==> src/rtl/rop_pkg.sv <==
package rop_pkg;
  localparam int BYTE_W = 8;
  localparam int FN_W   = 2;

  typedef enum logic [FN_W-1:0] {
    FN_PASS = 2'b00,
    FN_AND  = 2'b01,
    FN_OR   = 2'b10,
    FN_XOR  = 2'b11
  } rop_fn_e;

  // CPU byte combined with the plane latch
  function automatic logic [BYTE_W-1:0] rop_combine(
    input rop_fn_e fn, input logic [BYTE_W-1:0] d, input logic [BYTE_W-1:0] l);
    case (fn)
      FN_AND:  return d & l;
      FN_OR:   return d | l;
      FN_XOR:  return d ^ l;
      default: return d;
    endcase
  endfunction

  // mask bit 1 -> function result, 0 -> latch
  function automatic logic [BYTE_W-1:0] rop_merge(
    input logic [BYTE_W-1:0] alu, input logic [BYTE_W-1:0] l,
    input logic [BYTE_W-1:0] mask);
    return (alu & mask) | (l & ~mask);
  endfunction
endpackage

==> src/rtl/rop_lane.sv <==
module rop_lane
  import rop_pkg::*;
(
  input  logic              clk,
  input  logic              rst_n,
  input  rop_fn_e           fn,
  input  logic              copy_mode,
  input  logic [BYTE_W-1:0] cpu_byte,
  input  logic [BYTE_W-1:0] lat,
  input  logic [BYTE_W-1:0] mask,
  output logic [BYTE_W-1:0] result
);
  logic [BYTE_W-1:0] alu_out;

  always_comb begin
    alu_out = rop_combine(fn, cpu_byte, lat);
    result  = copy_mode ? lat : rop_merge(alu_out, lat, mask);
  end

  // a cleared mask leaves every bit to the latch
  a_r5_zero_mask_keeps_latch: assert property (@(posedge clk) disable iff (!rst_n)
    (!copy_mode && mask == '0) |-> (result == lat));

  // pass with full mask delivers the CPU byte
  a_r4_pass_full_mask: assert property (@(posedge clk) disable iff (!rst_n)
    (!copy_mode && fn == FN_PASS && mask == '1) |-> (result == cpu_byte));

  // copy mode yields the latch whatever the CPU byte is
  a_r6_copy_is_latch: assert property (@(posedge clk) disable iff (!rst_n)
    copy_mode |-> (result == lat));
endmodule

==> src/rtl/rop_latch_bank.sv <==
module rop_latch_bank
  import rop_pkg::*;
#(
  parameter int PLANES = 4,
  localparam int SELW  = $clog2(PLANES),
  localparam int BUS_W = PLANES * BYTE_W
) (
  input  logic              clk,
  input  logic              rst_n,
  input  logic              cap,
  input  logic [SELW-1:0]   sel,
  input  logic [BUS_W-1:0]  plane_bytes,
  output logic [BUS_W-1:0]  lat_flat,
  output logic [BYTE_W-1:0] sel_byte
);
  always_ff @(posedge clk) begin
    if (!rst_n) begin
      lat_flat <= '0;
      sel_byte <= '0;
    end else if (cap) begin
      lat_flat <= plane_bytes;
      sel_byte <= plane_bytes[sel*BYTE_W +: BYTE_W];
    end
  end

  // latches move only on a capture
  a_r8_latch_hold: assert property (@(posedge clk) disable iff (!rst_n)
    !cap |=> $stable(lat_flat));

  // a capture stores all planes
  a_r3_capture_all: assert property (@(posedge clk) disable iff (!rst_n)
    cap |=> (lat_flat == $past(plane_bytes)));
endmodule

==> src/rtl/plane_rop_unit.sv <==
module plane_rop_unit
  import rop_pkg::*;
#(
  parameter int AW     = 16,
  parameter int PLANES = 4,
  localparam int SELW  = $clog2(PLANES),
  localparam int BUS_W = PLANES * BYTE_W
) (
  input  logic              clk,
  input  logic              rst_n,
  input  logic              cpu_rd,
  input  logic              cpu_wr,
  input  logic [AW-1:0]     cpu_addr,
  input  logic [BYTE_W-1:0] cpu_wdata,
  output logic [BYTE_W-1:0] cpu_rdata,
  output logic              cpu_rvalid,
  input  logic [SELW-1:0]   cfg_rd_plane,
  input  logic [FN_W-1:0]   cfg_fn,
  input  logic [BYTE_W-1:0] cfg_mask,
  input  logic [PLANES-1:0] cfg_plane_en,
  input  logic              cfg_copy,
  output logic [AW-1:0]     mem_addr,
  output logic              mem_rd,
  input  logic [BUS_W-1:0]  mem_rdata,
  output logic [PLANES-1:0] mem_we,
  output logic [BUS_W-1:0]  mem_wdata
);
  // named internal events
  logic            rd_go, wr_go, rd_pend, cap_evt;
  logic [SELW-1:0] rd_sel_q;
  logic [BUS_W-1:0] lat_flat;
  rop_fn_e         fn;

  assign rd_go    = cpu_rd;
  assign wr_go    = cpu_wr & ~cpu_rd;
  assign cap_evt  = rd_pend;
  assign fn       = rop_fn_e'(cfg_fn);
  assign mem_addr = cpu_addr;
  assign mem_rd   = rd_go;

  always_ff @(posedge clk) begin
    if (!rst_n) begin
      rd_pend    <= 1'b0;
      rd_sel_q   <= '0;
      cpu_rvalid <= 1'b0;
    end else begin
      rd_pend    <= rd_go;
      cpu_rvalid <= cap_evt;
      if (rd_go) rd_sel_q <= cfg_rd_plane;
    end
  end

  rop_latch_bank #(.PLANES(PLANES)) u_latches (
    .clk         (clk),
    .rst_n       (rst_n),
    .cap         (cap_evt),
    .sel         (rd_sel_q),
    .plane_bytes (mem_rdata),
    .lat_flat    (lat_flat),
    .sel_byte    (cpu_rdata)
  );

  for (genvar p = 0; p < PLANES; p++) begin : g_plane
    rop_lane u_lane (
      .clk       (clk),
      .rst_n     (rst_n),
      .fn        (fn),
      .copy_mode (cfg_copy),
      .cpu_byte  (cpu_wdata),
      .lat       (lat_flat[p*BYTE_W +: BYTE_W]),
      .mask      (cfg_mask),
      .result    (mem_wdata[p*BYTE_W +: BYTE_W])
    );
    assign mem_we[p] = wr_go & cfg_plane_en[p];
  end

  // never write a disabled plane
  a_r7_enable_gates: assert property (@(posedge clk) disable iff (!rst_n)
    (mem_we & ~cfg_plane_en) == '0);

  // a read in the same cycle suppresses the write
  a_r10_read_wins: assert property (@(posedge clk) disable iff (!rst_n)
    cpu_rd |-> (mem_we == '0));

  // enables appear only in a write strobe cycle
  a_r9_we_in_strobe: assert property (@(posedge clk) disable iff (!rst_n)
    (mem_we != '0) |-> cpu_wr);

  // read data valid two cycles after the strobe, not one
  a_r2_valid_delay: assert property (@(posedge clk) disable iff (!rst_n)
    cpu_rd |=> !cpu_rvalid ##1 cpu_rvalid);

  // valid is a single pulse per read
  a_r1_valid_pulse: assert property (@(posedge clk) disable iff (!rst_n)
    cpu_rvalid |-> !$past(cpu_rvalid) || $past(cpu_rd, 2));
endmodule

==> config.mk <==
export PLATFORM = sky130hd
export DESIGN_NAME = plane_rop_unit
export DESIGN_NICKNAME = d
export VERILOG_FILES = /design/src/rtl/rop_pkg.sv /design/src/rtl/rop_lane.sv /design/src/rtl/rop_latch_bank.sv /design/src/rtl/plane_rop_unit.sv
export SDC_FILE = /design/constraint.sdc
export NUM_CORES = 1
export LEC_CHECK = 0
export BUFFER_PORTS_ARGS = -buffer_cell sky130_fd_sc_hd__buf_2
export CAP_MARGIN = 25
export CORE_MARGIN = 2
export CORE_UTILIZATION = 41
export CTS_BUF_LIST = sky130_fd_sc_hd__clkbuf_8 sky130_fd_sc_hd__clkbuf_16
export CTS_CLUSTER_SIZE = 20
export DETAILED_ROUTE_END_ITERATION = 12
export PLACE_DENSITY = 0.75
export SETUP_SLACK_MARGIN = 0.2
export SLEW_MARGIN = 15
export SYNTH_ARGS = -nofsm -noshare
export SYNTH_HDL_FRONTEND = slang
export SYNTH_SLANG_ARGS = --single-unit
export TNS_END_PERCENT = 10
==> constraint.sdc <==
create_clock -name clk -period 1.6 [get_ports clk]
set_clock_uncertainty 0.05 [all_clocks]
set_input_delay 0.08 -clock clk [delete_from_list [all_inputs] [get_ports clk]]
set_output_delay 0.08 -clock clk [all_outputs]
set_load 0.05 [all_outputs]
==> flow_summary.yaml <==
die:
  core-area_um2: 10200
  design.die.area_um2: 11300
  start_util: 0.418
  io_pins: 139
  rows: 37
  die_h_um: 106
  die_w_um: 106
place:
  dp_hpwl_um: 7760
  placed_cells: 668
  place_congestion: 0.766
  portBuffers: 106
  place_ws_ps: -111
pwr:
  p_leak_nw: 2.82
  max-vdd-ir-drop_mv: 0.510
  fin_total_pwr_mw: 3.69
  power.density_nw_per_um2: 579
timing:
  fmax_mhz: 508
  worst_pin_slew_ps: 575
  fin_hold_ws_ps: 1.54
  setup_ws_ps: -369
  slew_viol_final: 0
  finalCriticalPeriod_ps: 1970
  rsz0062_at_grt: "true"
  setup_viol: 32
  finalHoldViolCount: 0
  slew_headroom: 0.616
  period_share: 1.23
flow_run:
  maxCapViolations: 0
outcome:
  violations: "negative setup slack"
  status: "complete, but fails checks"
layout:
  nNetsFinal: 688
  ff_latch_area_um2: 927
  fillers: 785
  fin_util: 0.623
  final_cell_mix: "buf_2 (74), buf_4 (51), mux2i_1 (50)"
  layout_commonest_cell: "buf_2"
  multiInputGateArea_um2: 3410
  finalNonFillerCells: 684
  area.growth.synth_to_final_pct: 49.2
  drive_gt1_frac: 0.648
  antenna_cells: 0
min_path:
  min_path_cells: 3
  hp-start: "mem_rdata[17]"
  hp-class: "in -> reg"
global_route:
  grt_overflow_total: 0
  antenna_found_initial: 0
  grt_pass1_vias: 3644
  grtUsageTotal: 0.192
  grt_pass1_wl_um: 17300
  grt_max_degree: 31
logic_synthesis:
  syn_inst: 398
  syn_avg_cell_area_um2: 10.7
  yosys_warnings: 0
  syn_area_um2: 4270
  yosysSeqAreaShare: 0.206
  ys_ff_latch: 44
  synthesis.nets: 539
  synth.distinct_cells: 19
setup_path:
  cpMaxStageDelayCell: "mux4_2"
  arrival_ps: 1840
  path_cells: "buf_4 > ha_2 > mux4_2 > mux2_4 > buf_8"
  cp-startpoint: "u_latches.lat_flat[1]"
  cpPeakStageDelay_ps: 460
  endpoint_kind: "primary output"
  worst-path-max-fanout: 2
  reg2regPathDepth: 2
  critPathLaunchType: "flop"
  r2r_start: "rd_sel_q[0]"
  criticalPathCategory: "reg -> out"
  cp_data_required_time_ps: 1470
routing:
  wire_per_inst_um: 16.1
  vias: 3401
  drt_pre_antenna_iters: 4
  postRouteAntennaNets: 0
  wl_um: 11000
  drc: 0
  viasPerCell: 4.97
  dr.first_iter.drc_count: 66
cts:
  htree_levels: 2
  clk-insertion-delay-late_ps: 300
  clk_pin_slew_ps: 100
  cts_tree: "built"
  clock_sinks: 44
  cts_buffer_depth: 2
  cts_buffers: 5
  clockRootBuffer: "clkbuf_8"
[routing by layer]
layer / global-route usage / vias to the layer above / share of wire
met1: 0.232 / 1675 / 0.42
met4: 0.0310 / 0 / 0.0087
met2: 0.365 / 83 / 0.54
li1: - / 1635 / -
met5: 0 / - / 0
met3: 0.0264 / 8 / 0.035
[final timing paths]
path,endpoint,slack (ps)
hold / removal,u_latches.lat_flat[17],2
setup / recovery,mem_wdata[1],-370
setup reg to reg,u_latches.sel_byte[3],290
hold reg to reg,u_latches.sel_byte[4],470
[worst max-delay path: cells and delay by family, from the launching register on]
family / cells / cell delay [ps]
muxes: 2 / 750
DFF: 1 / 340
buffers and inverters: 2 / 290
adders and majority gates: 1 / 160
[cell type report]
cell class	instances	area share
Clock buffer	5	0.0108
Sequential cell	44	0.145
Multi-Input combinational cell	245	0.536
Tap cell	136	0.0267
Clock inverter	3	0.00667
Timing Repair Buffer	179	0.232
Inverter	72	0.0424
[cell usage after synthesis]
master | instances | area [µm²]
inv_1 | 72 | 270
ha_1 | 64 | 801
mux2i_1 | 50 | 500
dfxtp_1 | 44 | 881
nor2b_1 | 43 | 269
mux2_2 | 31 | 349
mux4_2 | 29 | 653
buf_4 | 18 | 135
nand3b_1 | 9 | 67.6
buf_2 | 8 | 40.0
o221ai_1 | 8 | 70.1
and2_1 | 6 | 37.5
clkbuf_1 | 6 | 22.5
mux4_1 | 3 | 78.8
buf_12 | 2 | 40.0
buf_6 | 2 | 22.5
buf_8 | 1 | 15.0
mux2_4 | 1 | 15.0
nand3_1 | 1 | 5.00
[repair_timing]
item / in CTS / in global routing
pin swaps: 11 / 16
resized for setup: 142 / 48
buffers inserted: 5 / 0
endpoints found under the hold margin: 3 / 0
setup endpoints to repair: 32 / 32
hold buffers: 3 / 0
[report_power, final]
| group | internal [mW] | switching, mW |
|---|---|---|
| sequential | 1.16 | 0.0459 |
| combinational | 0.793 | 0.821 |
| clock | 0.463 | 0.411 |
| total | 2.41 | 1.28 |
[cell families after synthesis]
logic type | count (synthesis) | synth area share
AO/OA/AOI/OAI | 8 | 0.0164
adder cells (fa/ha/maj) | 64 | 0.187
buffers and inverters | 109 | 0.128
flip-flops | 44 | 0.206
multiplexers | 114 | 0.374
AND/OR/NAND/NOR | 59 | 0.0887
[per-stage QoR]
stage          TNS (ps)  area [µm²]
3_3_place_gp      -1890        5370
5_1_grt          -12080        6370
2_1_floorplan         0        4420
6_report         -10540        6370
4_1_cts          -11350        6140
3_5_place_dp      -2800        5370
[sequential cells by signal, indices dropped and copies added (netlist names)]
| register | cells |
|---|---|
| cap_evt | 1 |
| u_latches.lat_flat | 32 |
| u_latches.sel_byte | 8 |
| cpu_rvalid | 1 |
| rd_sel_q | 2 |
(Power assumes the default switching activity.)
